--- config.mk ---
export PLATFORM = sky130hd
export DESIGN_NAME = clkgen_cfg_slave
export DESIGN_NICKNAME = d
export VERILOG_FILES = /design/src/rtl/cfgslv_pkg.sv /design/src/rtl/cfgslv_sync.sv /design/src/rtl/cfgslv_regfile.sv /design/src/rtl/clkgen_cfg_slave.sv
export SDC_FILE = /design/constraint.sdc
export NUM_CORES = 1
export LEC_CHECK = 0
export BUFFER_PORTS_ARGS = -buffer_cell sky130_fd_sc_hd__buf_2
export CAP_MARGIN = 20
export CORE_AREA = 2 2 137 139
export CTS_CLUSTER_SIZE = 24
export DETAILED_ROUTE_END_ITERATION = 8
export DIE_AREA = 0 0 139 141
export SLEW_MARGIN = 30
export SYNTH_ARGS = -nofsm -noshare
export SYNTH_HDL_FRONTEND = slang
export SYNTH_SLANG_ARGS = --single-unit
--- constraint.sdc ---
create_clock -name clk -period 2.45 [get_ports clk]
set_input_delay 0.245 -clock clk [delete_from_list [all_inputs] [get_ports clk]]
set_output_delay 0.245 -clock clk [all_outputs]
set_load 0.01 [all_outputs]
--- src/rtl/cfgslv_pkg.sv ---
package cfgslv_pkg;
  localparam int NREG  = 9;
  localparam int IDX_W = 4;
  localparam logic [6:0] DEV_ADDR  = 7'h69;
  localparam logic [7:0] BLK_COUNT = 8'h09;
  localparam logic [7:0] PAST_END  = 8'hFF;

  typedef enum logic [2:0] {
    S_IDLE, S_ADDR, S_RX, S_ACK, S_TX, S_MACK
  } slv_state_e;

  // which bits of register i accept bus writes
  function automatic logic [7:0] wr_mask(input int i);
    case (i)
      5:       return 8'h03;
      6, 8:    return 8'h00;
      default: return 8'hFF;
    endcase
  endfunction

  // reset content of the writable part
  function automatic logic [7:0] reset_byte(input int i);
    case (i)
      0:       return 8'h42;
      7:       return 8'h00;
      default: return 8'hFF;
    endcase
  endfunction

  // value of the bits that are not writable
  function automatic logic [7:0] fixed_byte(input int i, input logic [3:0] fs, input logic sel);
    case (i)
      5:       return {~fs, 1'b1, ~sel, 2'b00};
      6:       return 8'h03;
      8:       return 8'h02;
      default: return 8'h00;
    endcase
  endfunction
endpackage

--- src/rtl/cfgslv_sync.sv ---
module cfgslv_sync #(
  parameter int W      = 2,
  parameter int STAGES = 2
) (
  input  logic         clk,
  input  logic         rst_n,
  input  logic [W-1:0] d,
  output logic [W-1:0] q
);
  logic [W-1:0] pipe [STAGES];

  always_ff @(posedge clk or negedge rst_n) begin
    if (!rst_n) begin
      for (int s = 0; s < STAGES; s++) pipe[s] <= '1;
    end else begin
      pipe[0] <= d;
      for (int s = 1; s < STAGES; s++) pipe[s] <= pipe[s-1];
    end
  end

  assign q = pipe[STAGES-1];
endmodule

--- src/rtl/cfgslv_regfile.sv ---
module cfgslv_regfile
  import cfgslv_pkg::*;
(
  input  logic             clk,
  input  logic             rst_n,
  input  logic [3:0]       strap_fs,
  input  logic             strap_sel,
  input  logic             wr_en,
  input  logic [IDX_W-1:0] wr_addr,
  input  logic [7:0]       wr_data,
  input  logic [IDX_W-1:0] rd_idx,
  output logic [7:0]       rd_byte,
  output logic [NREG*8-1:0] cfg_flat
);
  logic [4:0] strap_q;
  logic [7:0] view [NREG];

  // straps are held while reset is asserted
  always_ff @(posedge clk) begin
    if (!rst_n) strap_q <= {strap_fs, strap_sel};
  end

  for (genvar g = 0; g < NREG; g++) begin : g_reg
    localparam logic [7:0] MASK = wr_mask(g);
    logic [7:0] q;
    always_ff @(posedge clk or negedge rst_n) begin
      if (!rst_n)
        q <= reset_byte(g) & MASK;
      else if (wr_en && wr_addr == IDX_W'(g))
        q <= (q & ~MASK) | (wr_data & MASK);
    end
    assign view[g] = (q & MASK) | (fixed_byte(g, strap_q[4:1], strap_q[0]) & ~MASK);
    assign cfg_flat[8*g +: 8] = view[g];
  end

  always_comb begin
    rd_byte = PAST_END;
    if (rd_idx == '0) rd_byte = BLK_COUNT;
    for (int i = 0; i < NREG; i++)
      if (rd_idx == IDX_W'(i + 1)) rd_byte = view[i];
  end

  a_r2_store_in_range: assert property (@(posedge clk) disable iff (!rst_n)
    wr_en |-> (wr_addr < IDX_W'(NREG)));

  a_r5_ro_bits_hold: assert property (@(posedge clk) disable iff (!rst_n)
    (wr_en && wr_addr == IDX_W'(5)) |=> (view[5][7:2] == $past(view[5][7:2])));
endmodule

--- src/rtl/clkgen_cfg_slave.sv ---
module clkgen_cfg_slave
  import cfgslv_pkg::*;
#(
  parameter int SYNC_STAGES = 2
) (
  input  logic              clk,
  input  logic              rst_n,
  input  logic              scl_i,
  input  logic              sda_i,
  output logic              sda_oe,
  input  logic [3:0]        strap_fs,
  input  logic              strap_sel,
  output logic [NREG*8-1:0] cfg_flat
);
  localparam int WR_FIRST = 2;
  localparam int WR_LAST  = WR_FIRST + NREG;

  logic scl_lvl, sda_lvl, scl_d, sda_d;
  logic scl_rise, scl_fall, ev_start, ev_stop;
  slv_state_e state;
  logic [3:0] bitcnt;
  logic [7:0] sh, tx_sh, rd_byte;
  logic rw, go_on, oe_q;
  logic [IDX_W-1:0] wr_idx, rd_idx, wr_addr;
  logic wr_en, byte_done;

  cfgslv_sync #(.W(2), .STAGES(SYNC_STAGES)) u_sync (
    .clk(clk), .rst_n(rst_n), .d({scl_i, sda_i}), .q({scl_lvl, sda_lvl}));

  always_ff @(posedge clk or negedge rst_n) begin
    if (!rst_n) begin
      scl_d <= 1'b1;
      sda_d <= 1'b1;
    end else begin
      scl_d <= scl_lvl;
      sda_d <= sda_lvl;
    end
  end

  // bus events
  assign scl_rise  = scl_lvl & ~scl_d;
  assign scl_fall  = ~scl_lvl & scl_d;
  assign ev_start  = scl_lvl & scl_d & sda_d & ~sda_lvl;
  assign ev_stop   = scl_lvl & scl_d & ~sda_d & sda_lvl;
  assign byte_done = scl_fall && (bitcnt == 4'd8);

  assign wr_en   = (state == S_RX) && byte_done &&
                   (wr_idx >= IDX_W'(WR_FIRST)) && (wr_idx < IDX_W'(WR_LAST));
  assign wr_addr = wr_idx - IDX_W'(WR_FIRST);

  cfgslv_regfile u_regs (
    .clk(clk), .rst_n(rst_n), .strap_fs(strap_fs), .strap_sel(strap_sel),
    .wr_en(wr_en), .wr_addr(wr_addr), .wr_data(sh),
    .rd_idx(rd_idx), .rd_byte(rd_byte), .cfg_flat(cfg_flat));

  always_ff @(posedge clk or negedge rst_n) begin
    if (!rst_n) begin
      state  <= S_IDLE;
      bitcnt <= '0;
      sh     <= '0;
      tx_sh  <= '0;
      rw     <= 1'b0;
      go_on  <= 1'b0;
      oe_q   <= 1'b0;
      wr_idx <= '0;
      rd_idx <= '0;
    end else if (ev_start) begin
      state  <= S_ADDR;
      bitcnt <= '0;
      oe_q   <= 1'b0;
      go_on  <= 1'b0;
      wr_idx <= '0;
      rd_idx <= '0;
    end else if (ev_stop) begin
      state <= S_IDLE;
      oe_q  <= 1'b0;
    end else begin
      case (state)
        S_ADDR, S_RX: begin
          if (scl_rise) begin
            sh     <= {sh[6:0], sda_lvl};
            bitcnt <= bitcnt + 4'd1;
          end else if (byte_done) begin
            if (state == S_ADDR) begin
              if (sh[7:1] == DEV_ADDR) begin
                rw    <= sh[0];
                oe_q  <= 1'b1;
                state <= S_ACK;
              end else begin
                state <= S_IDLE;
              end
            end else begin
              oe_q  <= 1'b1;
              state <= S_ACK;
              if (wr_idx != '1) wr_idx <= wr_idx + 1'b1;
            end
          end
        end
        S_ACK: begin
          if (scl_fall) begin
            bitcnt <= '0;
            if (!rw) begin
              oe_q  <= 1'b0;
              state <= S_RX;
            end else begin
              tx_sh <= rd_byte;
              oe_q  <= ~rd_byte[7];
              state <= S_TX;
              if (rd_idx != '1) rd_idx <= rd_idx + 1'b1;
            end
          end
        end
        S_TX: begin
          if (scl_rise) begin
            bitcnt <= bitcnt + 4'd1;
          end else if (byte_done) begin
            oe_q  <= 1'b0;
            go_on <= 1'b0;
            state <= S_MACK;
          end else if (scl_fall) begin
            tx_sh <= {tx_sh[6:0], 1'b0};
            oe_q  <= ~tx_sh[6];
          end
        end
        S_MACK: begin
          if (scl_rise) begin
            if (sda_lvl) state <= S_IDLE;
            else         go_on <= 1'b1;
          end else if (scl_fall && go_on) begin
            go_on  <= 1'b0;
            bitcnt <= '0;
            tx_sh  <= rd_byte;
            oe_q   <= ~rd_byte[7];
            state  <= S_TX;
            if (rd_idx != '1) rd_idx <= rd_idx + 1'b1;
          end
        end
        default: oe_q <= 1'b0;
      endcase
    end
  end

  assign sda_oe = oe_q;

  a_r10_drive_scl_low: assert property (@(posedge clk) disable iff (!rst_n)
    $rose(sda_oe) |-> !scl_lvl);

  a_r9_stop_idles: assert property (@(posedge clk) disable iff (!rst_n)
    ev_stop |=> (state == S_IDLE && !sda_oe));

  a_r1_no_ack_mismatch: assert property (@(posedge clk) disable iff (!rst_n)
    (state == S_ADDR && byte_done && sh[7:1] != DEV_ADDR) |=> (state == S_IDLE && !sda_oe));

  a_r8_nack_ends: assert property (@(posedge clk) disable iff (!rst_n)
    (state == S_MACK && scl_rise && sda_lvl && !ev_start && !ev_stop) |=> (state == S_IDLE));
endmodule

==> results of run 1 <==
==> what timing repair did <==
item                                    in CTS  in global routing
gates resized for setup                      1                  4
hold buffers                                 3                  0
hold endpoints to repair                    49                  0
pin swaps                                    0                  0
endpoints found under the setup margin      32                 23
==> final timing paths <==
kind                                                from                               end  slack (ps)  depth (start not counted)
worst max-delay path               rd_idx[1]$_DFFE_PN0P_              tx_sh[4]$_DFFE_PN0P_         180                          8
worst min-delay path                           strap_sel       u_regs.strap_q[0]$_DFFE_PN_          60                          1
worst max register to register     rd_idx[1]$_DFFE_PN0P_              tx_sh[4]$_DFFE_PN0P_         180                          8
worst min register to register  u_sync.pipe[3]$_DFF_PN1_             u_sync.q[1]$_DFF_PN1_         360                          0
max in group asynchronous                          rst_n  u_regs.g_reg[0].q[6]$_DFFE_PN1P_        1560                          3
min in group asynchronous                          rst_n              state[0]$_DFFE_PN0P_         460                          3
==> through the flow <==
step	instances	setup TNS, ps
finish	785	0
global route	785	0
CTS	785	0
detailed placement	766	-3370
global placement	766	-185
floorplan	484	0
==> state kept, by name, summed over array words and instances, names as in the netlist <==
signal / flops
bitcnt: 4
go_on: 1
rd_idx: 4
rw: 1
scl_d: 1
sda_d: 1
sda_oe: 1
sh: 8
state: 3
tx_sh: 7
u_regs.g.q: 50
u_regs.strap_q: 5
u_sync.pipe: 2
u_sync.q: 2
wr_idx: 4
==> worst max-delay path: cells and delay by family (launching register included) <==
| kind | cells | cell delay [ps] |
|---|---|---|
| AOI/OAI and AO/OA | 3 | 750 |
| adders and majority gates | 1 | 330 |
| buffers and inverters | 2 | 250 |
| DFF | 1 | 420 |
| and+or+nand+nor | 2 | 420 |
==> power by group through the flow <==
stage,clock network [µW],registers (µW),logic (µW)
2_1_floorplan,0,1910,868
4_1_cts,1490,1990,1200
5_1_grt,1550,2030,1310
6_report,1460,2000,1200
3_3_place_gp,0,2020,1160
3_5_place_dp,0,2020,1190
==> synth_stat cells, drive strengths merged (4+ instances only) <==
master / n / area share (%)
dfrtp: 47 / 22
xnor2: 5 / 0.82
o211ai: 10 / 1.5
or3: 7 / 0.82
nand2: 34 / 3.6
inv: 18 / 1.3
mux2: 61 / 15
dfstp: 42 / 21
a22o: 5 / 0.82
and2: 6 / 0.75
a211oi: 9 / 1.3
a31oi: 5 / 0.71
buf: 35 / 4.4
o21ai: 16 / 1.5
nor3: 8 / 0.85
ha: 12 / 2.8
nor2b: 8 / 0.94
o22ai: 6 / 0.71
nor2: 22 / 1.6
edfxtp: 5 / 2.8
nor3b: 4 / 0.56
a21oi: 14 / 1.4
and4b: 4 / 0.75
nand3: 13 / 1.2
clkbuf: 8 / 0.56
a32oi: 4 / 0.66
o311ai: 5 / 0.82
nand2b: 10 / 1.2
==> final cells by class <==
type / instances / area, µm²
Sequential cell: 94 / 2430
Multi-Input combinational cell: 328 / 2620
Fill cell: 1828 / 12000
Tap cell: 234 / 293
Clock inverter: 6 / 61.3
Clock buffer: 10 / 250
Timing Repair Buffer: 94 / 568
Inverter: 19 / 71.3
==> layer usage <==
metal,track usage (%),vias to the layer above
li1,-,1829
met2,23.7,112
met3,2.34,24
met1,20.3,2001
met4,5.58,0
met5,0,-
==> kinds of logic (layout without fill, tap and decap cells) <==
family	Yosys count	count (layout)
AO/OA/AOI/OAI	96	96
other	2	17
flip-flops	94	94
adder cells (fa/ha/maj)	12	12
multiplexers	62	62
XOR/XNOR	5	5
buffers and inverters	62	129
AND/OR/NAND/NOR	136	136
==> summary.txt, run 1 <==
Run status
  – Status: finished clean

Synth
  – Adder-cell area share of the yosys netlist: 2.82%
  – Async S/R FF share, synth: 94.7%
  – Netlist cell types: 65
  – Register bit count reported by yosys: 94
  – Synth Area in Simple Gates: 15.6%
  – Mux contribution to synthesized area: 15.4%
  – Post-Synth XOR/XNOR Area: 0.823%
  – Sequential-to-total area share from yosys stat: 45.7%
  – Post-Syn Instances: 469
  – Synth Area in Compound Gates: 13.3%
  – Largest family of logic cells by synthesized area: simple AND/OR/NAND/NOR gates
  – Synthesis Warnings: 0
  – Main synth FF type: dfrtp_1
  – Number of synthesized flops with an enable pin: 5
  – Mapped cell area: 5320 µm²
  – Mean post-synth cell area: 11.3 µm²

Timing
  – Period utilization: 92.7%
  – Fmax: 441 MHz
  – Final hold violation count: 0
  – Worst rel slew slack: 57.8%
  – RSZ-0062 raised after global routing: no
  – Final worst slack: 180 ps
  – Clock Skews: 10.5 ps
  – Final Max Tran Viols: 0
  – Worst Max-Slew Pin Slew: 624 ps
  – Min Tclk post-route: 2270 ps
  – Hold WS: 58.7 ps
  – Final setup viols: 0

Clock network
  – CTS Buf Count: 9
  – Num Clock Sinks: 94
  – Clock slew at reported path FFs: 80 ps
  – Clock Tree Root: clkbuf_16
  – Max clock buf depth: 2
  – H-tree depth: 3
  – Postcts setup bufs: 0
  – Clk_lat worst skew: 360 ps
  – CTS tree: done

Pwr
  – Pwr/cell area: 739 nW/µm²
  – Combinational fraction of design power: 25.7%
  – Leakage power: 0.00289 µW
  – Pint: 3040 µW
  – Total Power: 4650 µW
  – Clock power frac: 31.4%
  – Net switching power: 1610 µW
  – Worst VDD drop: 0.328 mV
  – Sequential power share: 42.9%
  – Sw frac: 34.7%

Routing
  – Vias/cell: 5.05
  – Post-route ant nets: 0
  – Drt pass-1 iters: 5
  – Routed WL: 14,300 µm
  – DRT iter0 DRCs: 255
  – Met2 wire length: 6710 µm
  – Routed via count: 3,966
  – Met1 Wirelength: 6710 µm
  – Max layer used: met4
  – Wire length per cell: 18.3 µm
  – # DRC: 0
  – WL met3: 590 µm

Critical path
  – CP Capture Type: register
  – CP Launch Type: register
  – Crit-path max cell delay: 580 ps
  – Slowest cell on crit path: o311ai_0
  – Worst EP arrival: 2540 ps
  – Req. time, crit path: 2720 ps
  – CP Class: reg -> reg
  – Crit-path cells: inv_1 > ha_1 > nor2_1 > buf_4 > a211oi_1 > o311ai_0 > nand4b_1 > o211ai_1
  – Critical path fanouts, max: 11

Placed design
  – Pre-CTS setup slack: -134 ps
  – Dpl hpwl: 10,500 µm
  – Dpl cell area: 5940 µm²
  – PortBufs: 64
  – Final GP Congestion: 0.892

Floorplan
  – Num rows: 50
  – Horiz. Die Dim: 139 µm
  – Die height: 141 µm
  – Core Region: 18,300 µm²
  – Initial Util: 29.1%
  – Full die area: 19,600 µm²
  – Number of I/O pins: 82

Finish
  – # nets final: 567
  – Area growth from synthesis to layout: 18.3%
  – Finished Cell Area: 6290 µm²
  – Commonest non-fill, non-tap cell in the layout: buf_2
  – Antenna fix cells: 0
  – Most frequent cells in the layout: 63 x buf_2, 47 x dfrtp_1, 42 x dfstp_2
  – Share of post-route cells with drive strength above 1: 41.6%
  – Fin util: 34.5%

Global route
  – First-pass GRT wire length: 22,800 µm
  – Largest net degree at the start of global routing: 90
  – Initial antenna violation count: 0
  – Remaining Overflow, GRT: 0
  – Vias in the first global route: 3,979
  – GRT Util Overall: 14.8%

Hold path
  – Hold Path Class: in -> reg

Job
  – Max-capacitance violation count: 0
Power figures use the tool's default switching activity.
==> run 2, diff against run 1 <==
==> constraint.sdc (replaced) <==
create_clock -name clk -period 2.6 [get_ports clk]
set_input_delay 0.26 -clock clk [delete_from_list [all_inputs] [get_ports clk]]
set_output_delay 0.26 -clock clk [all_outputs]
set_load 0.01 [all_outputs]
==> run 2 against run 1 <==
Sequential power fell by 4%; flip-flop and latch count did not move; fmax fell by 4.4%; highest routed layer unchanged; clock power fell by 12%; largest cell class unchanged; cell count fell by 1.4%; via count fell by 0.43%; critical endpoint is now sda_oe$_DFFE_PN0P_; critical path depth fell by 1.
==> summary.txt, run 2 (synthesis results as in run 1) <==
Timing
  – Clock Skews: 9.38 ps
  – Worst Max-Slew Pin Slew: 696 ps
  – Setup TNS Final: 0 ps
  – Final hold violation count: 0
  – Worst rel slew slack: 52.4%
  – Final Max Tran Viols: 0
  – Period utilization: 91.3%
  – RSZ-0062 raised after global routing: no
  – Min Tclk post-route: 2370 ps
  – Fmax: 421 MHz
  – Final setup viols: 0

Finish
  – Fin util: 33.7%
  – Max reg flops: 50
  – FILL cells: 1,853
  – Most frequent cells in the layout: 63 x buf_2, 47 x dfrtp_1, 42 x dfstp_2
  – Largest regs: u_regs.g.q (50), sh (8), tx_sh (7)
  – Share of post-route cells with drive strength above 1: 40.4%
  – Antenna fix cells: 0
  – Register with the most flip-flops: u_regs.g.q
  – Area growth from synthesis to layout: 15.8%
  – Commonest non-fill, non-tap cell in the layout: buf_2
  – # nets final: 556

Routing
  – Wire length per cell: 18.5 µm
  – Post-route ant nets: 0
  – Routed via count: 3,949
  – Routed WL: 14,300 µm
  – Drt pass-1 iters: 5
  – Vias/cell: 5.10
  – DRT iter0 DRCs: 256
  – # DRC: 0

Global route
  – Initial antenna violation count: 0
  – Vias in the first global route: 3,955
  – Largest net degree at the start of global routing: 39
  – Remaining Overflow, GRT: 0
  – First-pass GRT wire length: 22,600 µm
  – GRT Util Overall: 14.6%

Critical path
  – Req. time, crit path: 2810 ps
  – Critical path fanouts, max: 7
  – CP Class: reg -> reg
  – CP Launch Type: register
  – Worst EP arrival: 2590 ps
  – CP Capture Type: register

Pwr
  – Worst VDD drop: 0.290 mV
  – Leakage power: 0.00283 µW
  – Sw frac: 34.9%
  – Sequential power share: 45.1%
  – Pwr/cell area: 689 nW/µm²
  – Net switching power: 1480 µW
  – Combinational fraction of design power: 24.6%
  – Clock power frac: 30.3%
  – Pint: 2760 µW

Floorplan
  – Number of I/O pins: 82
  – Full die area: 19,600 µm²
  – Num rows: 50
  – Core Region: 18,300 µm²
  – Initial Util: 29.1%
  – Horiz. Die Dim: 139 µm
  – Die height: 141 µm

Placed design
  – Dpl hpwl: 10,700 µm
  – Final GP Congestion: 0.905
  – PortBufs: 64

Clock network
  – Num Clock Sinks: 94
  – H-tree depth: 3
  – Clock Tree Root: clkbuf_16
  – Clk_lat worst skew: 350 ps
  – Clock slew at reported path FFs: 70 ps
  – CTS tree: done
  – Max clock buf depth: 2
  – CTS Buf Count: 9
  – Postcts setup bufs: 0

Hold path
  – Hold Path Class: in -> reg

Run status
  – Status: finished clean

Job
  – Max-capacitance violation count: 0
## run 2: cell types whose count changed in the layout (fill, tap and decap cells not counted), sizes merged
cell         change
buf              -9
inv              +3
clkinvlp         -1
clkbuf           -1
clkinv           -1
dlygate4sd3      -2
## run 2: worst paths after layout
path,startpoint,endpoint,slack (ps),cells after the start
worst max register to register,rd_idx[0]$_DFFE_PN0P_,sda_oe$_DFFE_PN0P_,230,7
min in group asynchronous,rst_n,bitcnt[2]$_DFFE_PN0P_,420,2
worst min register to register,u_sync.pipe[2]$_DFF_PN1_,u_sync.q[0]$_DFF_PN1_,360,0
worst max-delay path,rd_idx[0]$_DFFE_PN0P_,sda_oe$_DFFE_PN0P_,230,7
max in group asynchronous,rst_n,u_regs.g_reg[0].q[1]$_DFFE_PN1P_,1340,3
worst min-delay path,scl_i,u_sync.pipe[3]$_DFF_PN1_,10,1
## run 2: per-layer routing
layer  share of wire [%]  track usage [%]
met3                 5.5             2.55
met2                  47             23.6
met1                  45             19.9
met4                 2.0             5.10
met5                   0                0
## run 2: power groups by stage
stage / sequential, µW / combinational (µW) / clock (µW)
after global routing: 1940 / 1150 / 1380
final: 1920 / 1050 / 1280
after global placement: 1930 / 1010 / 0
after floorplan: 1800 / 818 / 0
after detailed placement: 1940 / 1040 / 0
after CTS: 1910 / 1050 / 1320
## run 2: critical path, stage by stage, from the launching register on
cell	delay, ps
dfrtp_1	420
inv_1	80
ha_1	300
and3b_1	290
a21oi_1	500
a31oi_1	230
nor3_1	290
o31ai_1	120
## run 2: cell type report
cell class                 instances  area [µm²]  share of cell area (%)
tap                              234         293                    4.75
clock buffer                       9         225                    3.66
sequential                        94        2430                    39.4
multi-input combinational        328        2610                    42.4
timing repair buffer              83         468                    7.60
clock inverter                     7        60.1                   0.975
inverter                          19        71.3                    1.16
## run 2: stage by stage
step | area (µm²) | cells | power [µW] | setup WS, ps | hold slack [ps]
finish | 6160 | 774 | 4250 | 226 | 14.8
detailed placement | 5860 | 757 | 2970 | 102 | 253
global placement | 5860 | 757 | 2940 | 138 | 248
floorplan | 5380 | 484 | 2620 | 492 | -35.6
CTS | 6160 | 774 | 4280 | 67.8 | 7.90
global route | 6160 | 774 | 4480 | 59.9 | 7.56
## run 2: what timing repair did
| action | 4_1_cts | 5_1_grt |
|---|---|---|
| setup endpoints to repair | 0 | 23 |
| hold endpoints to repair | 17 | 0 |
| gates resized for setup | 0 | 1 |
| hold buffers | 1 | 0 |
==> run 3, diff against run 2 <==
--- a/config.mk
+++ b/config.mk
@@ -8,6 +8,7 @@
 export BUFFER_PORTS_ARGS = -buffer_cell sky130_fd_sc_hd__buf_2
 export CAP_MARGIN = 20
 export CORE_AREA = 2 2 137 139
+export CTS_BUF_LIST = sky130_fd_sc_hd__clkbuf_8
 export CTS_CLUSTER_SIZE = 24
 export DETAILED_ROUTE_END_ITERATION = 8
 export DIE_AREA = 0 0 139 141
==> run 3 against run 2 <==
Clock power decreased by 26%; worst setup slack got worse by 23 ps; sequential share of layout area increased by 0.53 points; flip-flop and latch count unchanged; power decreased by 7.7%; hold slack improved by 42 ps; fmax decreased by 0.97%; non-clock buffer count increased by 2; clock skew increased by 0.58 ps; register-to-register slack got worse by 20 ps; global-route usage increased by 0.11 points; cell count increased by 0.26%.
==> summary.txt, run 3 (synthesis results as in run 1) <==
Run status
  – Status: finished clean

Job
  – Max-capacitance violation count: 0

Timing
  – Worst rel slew slack: 55.7%
  – RSZ-0062 raised after global routing: no
  – Clock Skews: 9.96 ps
  – Setup TNS Final: 0 ps
  – Final hold violation count: 0
  – Fmax: 417 MHz
  – Period utilization: 92.2%
  – Final setup viols: 0
  – Final Max Tran Viols: 0
  – Min Tclk post-route: 2400 ps
  – Worst Max-Slew Pin Slew: 647 ps

Critical path
  – Worst EP arrival: 2660 ps
  – Critical path launch point: wr_idx[1]$_DFFE_PN0P_
  – CP Capture Type: register
  – Worst Path Buf+Inv: 1
  – Slowest cell on crit path: dfrtp_1
  – Worst Setup EP: u_regs.g_reg[7].q[4]$_DFFE_PN0P_
  – R2r setup slk: 200 ps
  – Critical path fanouts, max: 8
  – Req. time, crit path: 2860 ps
  – Cells on worst reg2reg path: 7
  – CP Launch Type: register
  – Crit-path cells: inv_1 > ha_1 > nor4bb_1 > a21oi_1 > nor4b_2 > and2_1 > mux2_2
  – R2R Path End: u_regs.g_reg[7].q[4]$_DFFE_PN0P_
  – Crit path depth: 7
  – Crit-path max cell delay: 450 ps
  – Worst path top cell family by delay: simple AND/OR/NAND/NOR gates
  – RR Startpoint: wr_idx[1]$_DFFE_PN0P_
  – CP Class: reg -> reg

Routing
  – DRT iter0 DRCs: 253
  – Post-route ant nets: 0
  – # DRC: 0
  – Wire length per cell: 18.5 µm
  – Routed WL: 14,300 µm
  – Drt pass-1 iters: 5
  – Vias/cell: 5.08
  – Routed via count: 3,939

Global route
  – GRT Util Overall: 14.7%
  – Routing usage on met3: 2.65%
  – Vias in the first global route: 3,934
  – Largest net degree at the start of global routing: 39
  – First-pass GRT wire length: 22,700 µm
  – Met1 GRT Util: 20.1%
  – Met2 Use GR: 23.7%
  – Initial antenna violation count: 0
  – Most Crowded Layer GR: met2
  – Remaining Overflow, GRT: 0

Finish
  – FILL cells: 1,854
  – Max reg flops: 50
  – Area growth from synthesis to layout: 14.2%
  – Non-Filler Instances: 776
  – Commonest non-fill, non-tap cell in the layout: buf_2
  – Register with the most flip-flops: u_regs.g.q
  – # nets final: 558
  – Antenna fix cells: 0
  – Share of post-route cells with drive strength above 1: 40.2%
  – Most frequent cells in the layout: 63 x buf_2, 47 x dfrtp_1, 42 x dfstp_2
  – Largest regs: u_regs.g.q (50), sh (8), tx_sh (7)

Clock network
  – Max clock buf depth: 2
  – CTS Buf Count: 9
  – Clock Tree Root: clkbuf_8
  – Clk_lat worst skew: 370 ps
  – Clock slew at reported path FFs: 100 ps
  – Num Clock Sinks: 94
  – H-tree depth: 3
  – CTS tree: done

Placed design
  – Final GP Congestion: 0.905
  – Dpl hpwl: 10,700 µm
  – PortBufs: 64
  – Placed Cells: 757

Pwr
  – Pwr/cell area: 645 nW/µm²
  – Worst VDD drop: 0.251 mV
  – Leakage power: 0.00279 µW

Floorplan
  – Core Region: 18,300 µm²
  – Initial Util: 29.1%
  – Die height: 141 µm
  – Number of I/O pins: 82
  – Full die area: 19,600 µm²
  – Num rows: 50
  – Horiz. Die Dim: 139 µm

Hold path
  – Min-delay src: strap_fs[3]
  – Hold Path Class: in -> reg
[run 3: how the worst min path moves through the flow]
stage	endpoint	slack, ps	depth (start not counted)
after floorplan	bitcnt[0]$_DFFE_PN0P_	-40	0
after global placement	bitcnt[2]$_DFFE_PN0P_	250	1
after detailed placement	bitcnt[2]$_DFFE_PN0P_	250	1
after CTS	u_regs.strap_q[4]$_DFFE_PN_	40	1
after global routing	u_regs.strap_q[4]$_DFFE_PN_	50	1
final	u_regs.strap_q[4]$_DFFE_PN_	60	1
[run 3: power by group]
group	total (µW)	internal [µW]	switching (µW)
combinational	1050	461	592
sequential	1910	1630	283
clock	952	371	581
total	3920	2460	1460
[run 3: timing repair]
item / 4_1_cts / 5_1_grt
endpoints found under the setup margin: 0 / 27
setup buffers: 0 / 0
hold endpoints to repair: 19 / 0
gates resized for setup: 0 / 1
hold buffers: 3 / 0
[run 3: stage by stage]
step | hold slack [ps] | util (%) | area [µm²] | setup WS (ps) | total power (µW)
6_report | 56.9 | 33.3 | 6080 | 202 | 3920
3_5_place_dp | 253 | 32.1 | 5860 | 102 | 2970
3_3_place_gp | 248 | 32.1 | 5860 | 138 | 2940
5_1_grt | 46.5 | 33.3 | 6080 | 61.5 | 4140
2_1_floorplan | -35.6 | - | 5380 | 492 | 2620
4_1_cts | 43.3 | 33.3 | 6080 | 59.0 | 3940
[run 3: layout make-up]
cell class	instances	area (µm²)	area share [%]
timing repair buffer	85	488	8.03
clock buffer	9	124	2.04
clock inverter	7	60.1	0.988
multi-input combinational	328	2610	43.0
tap	234	293	4.82
inverter	19	71.3	1.17
sequential	94	2430	40.0
[run 3: layer usage]
metal	part of all wire (%)	wire (µm)	vias to the layer above
li1	-	-	1802
met1	46	6590	1972
met2	47	6700	141
met3	5.0	716	24
met4	2.2	316	0
met5	0	0	-
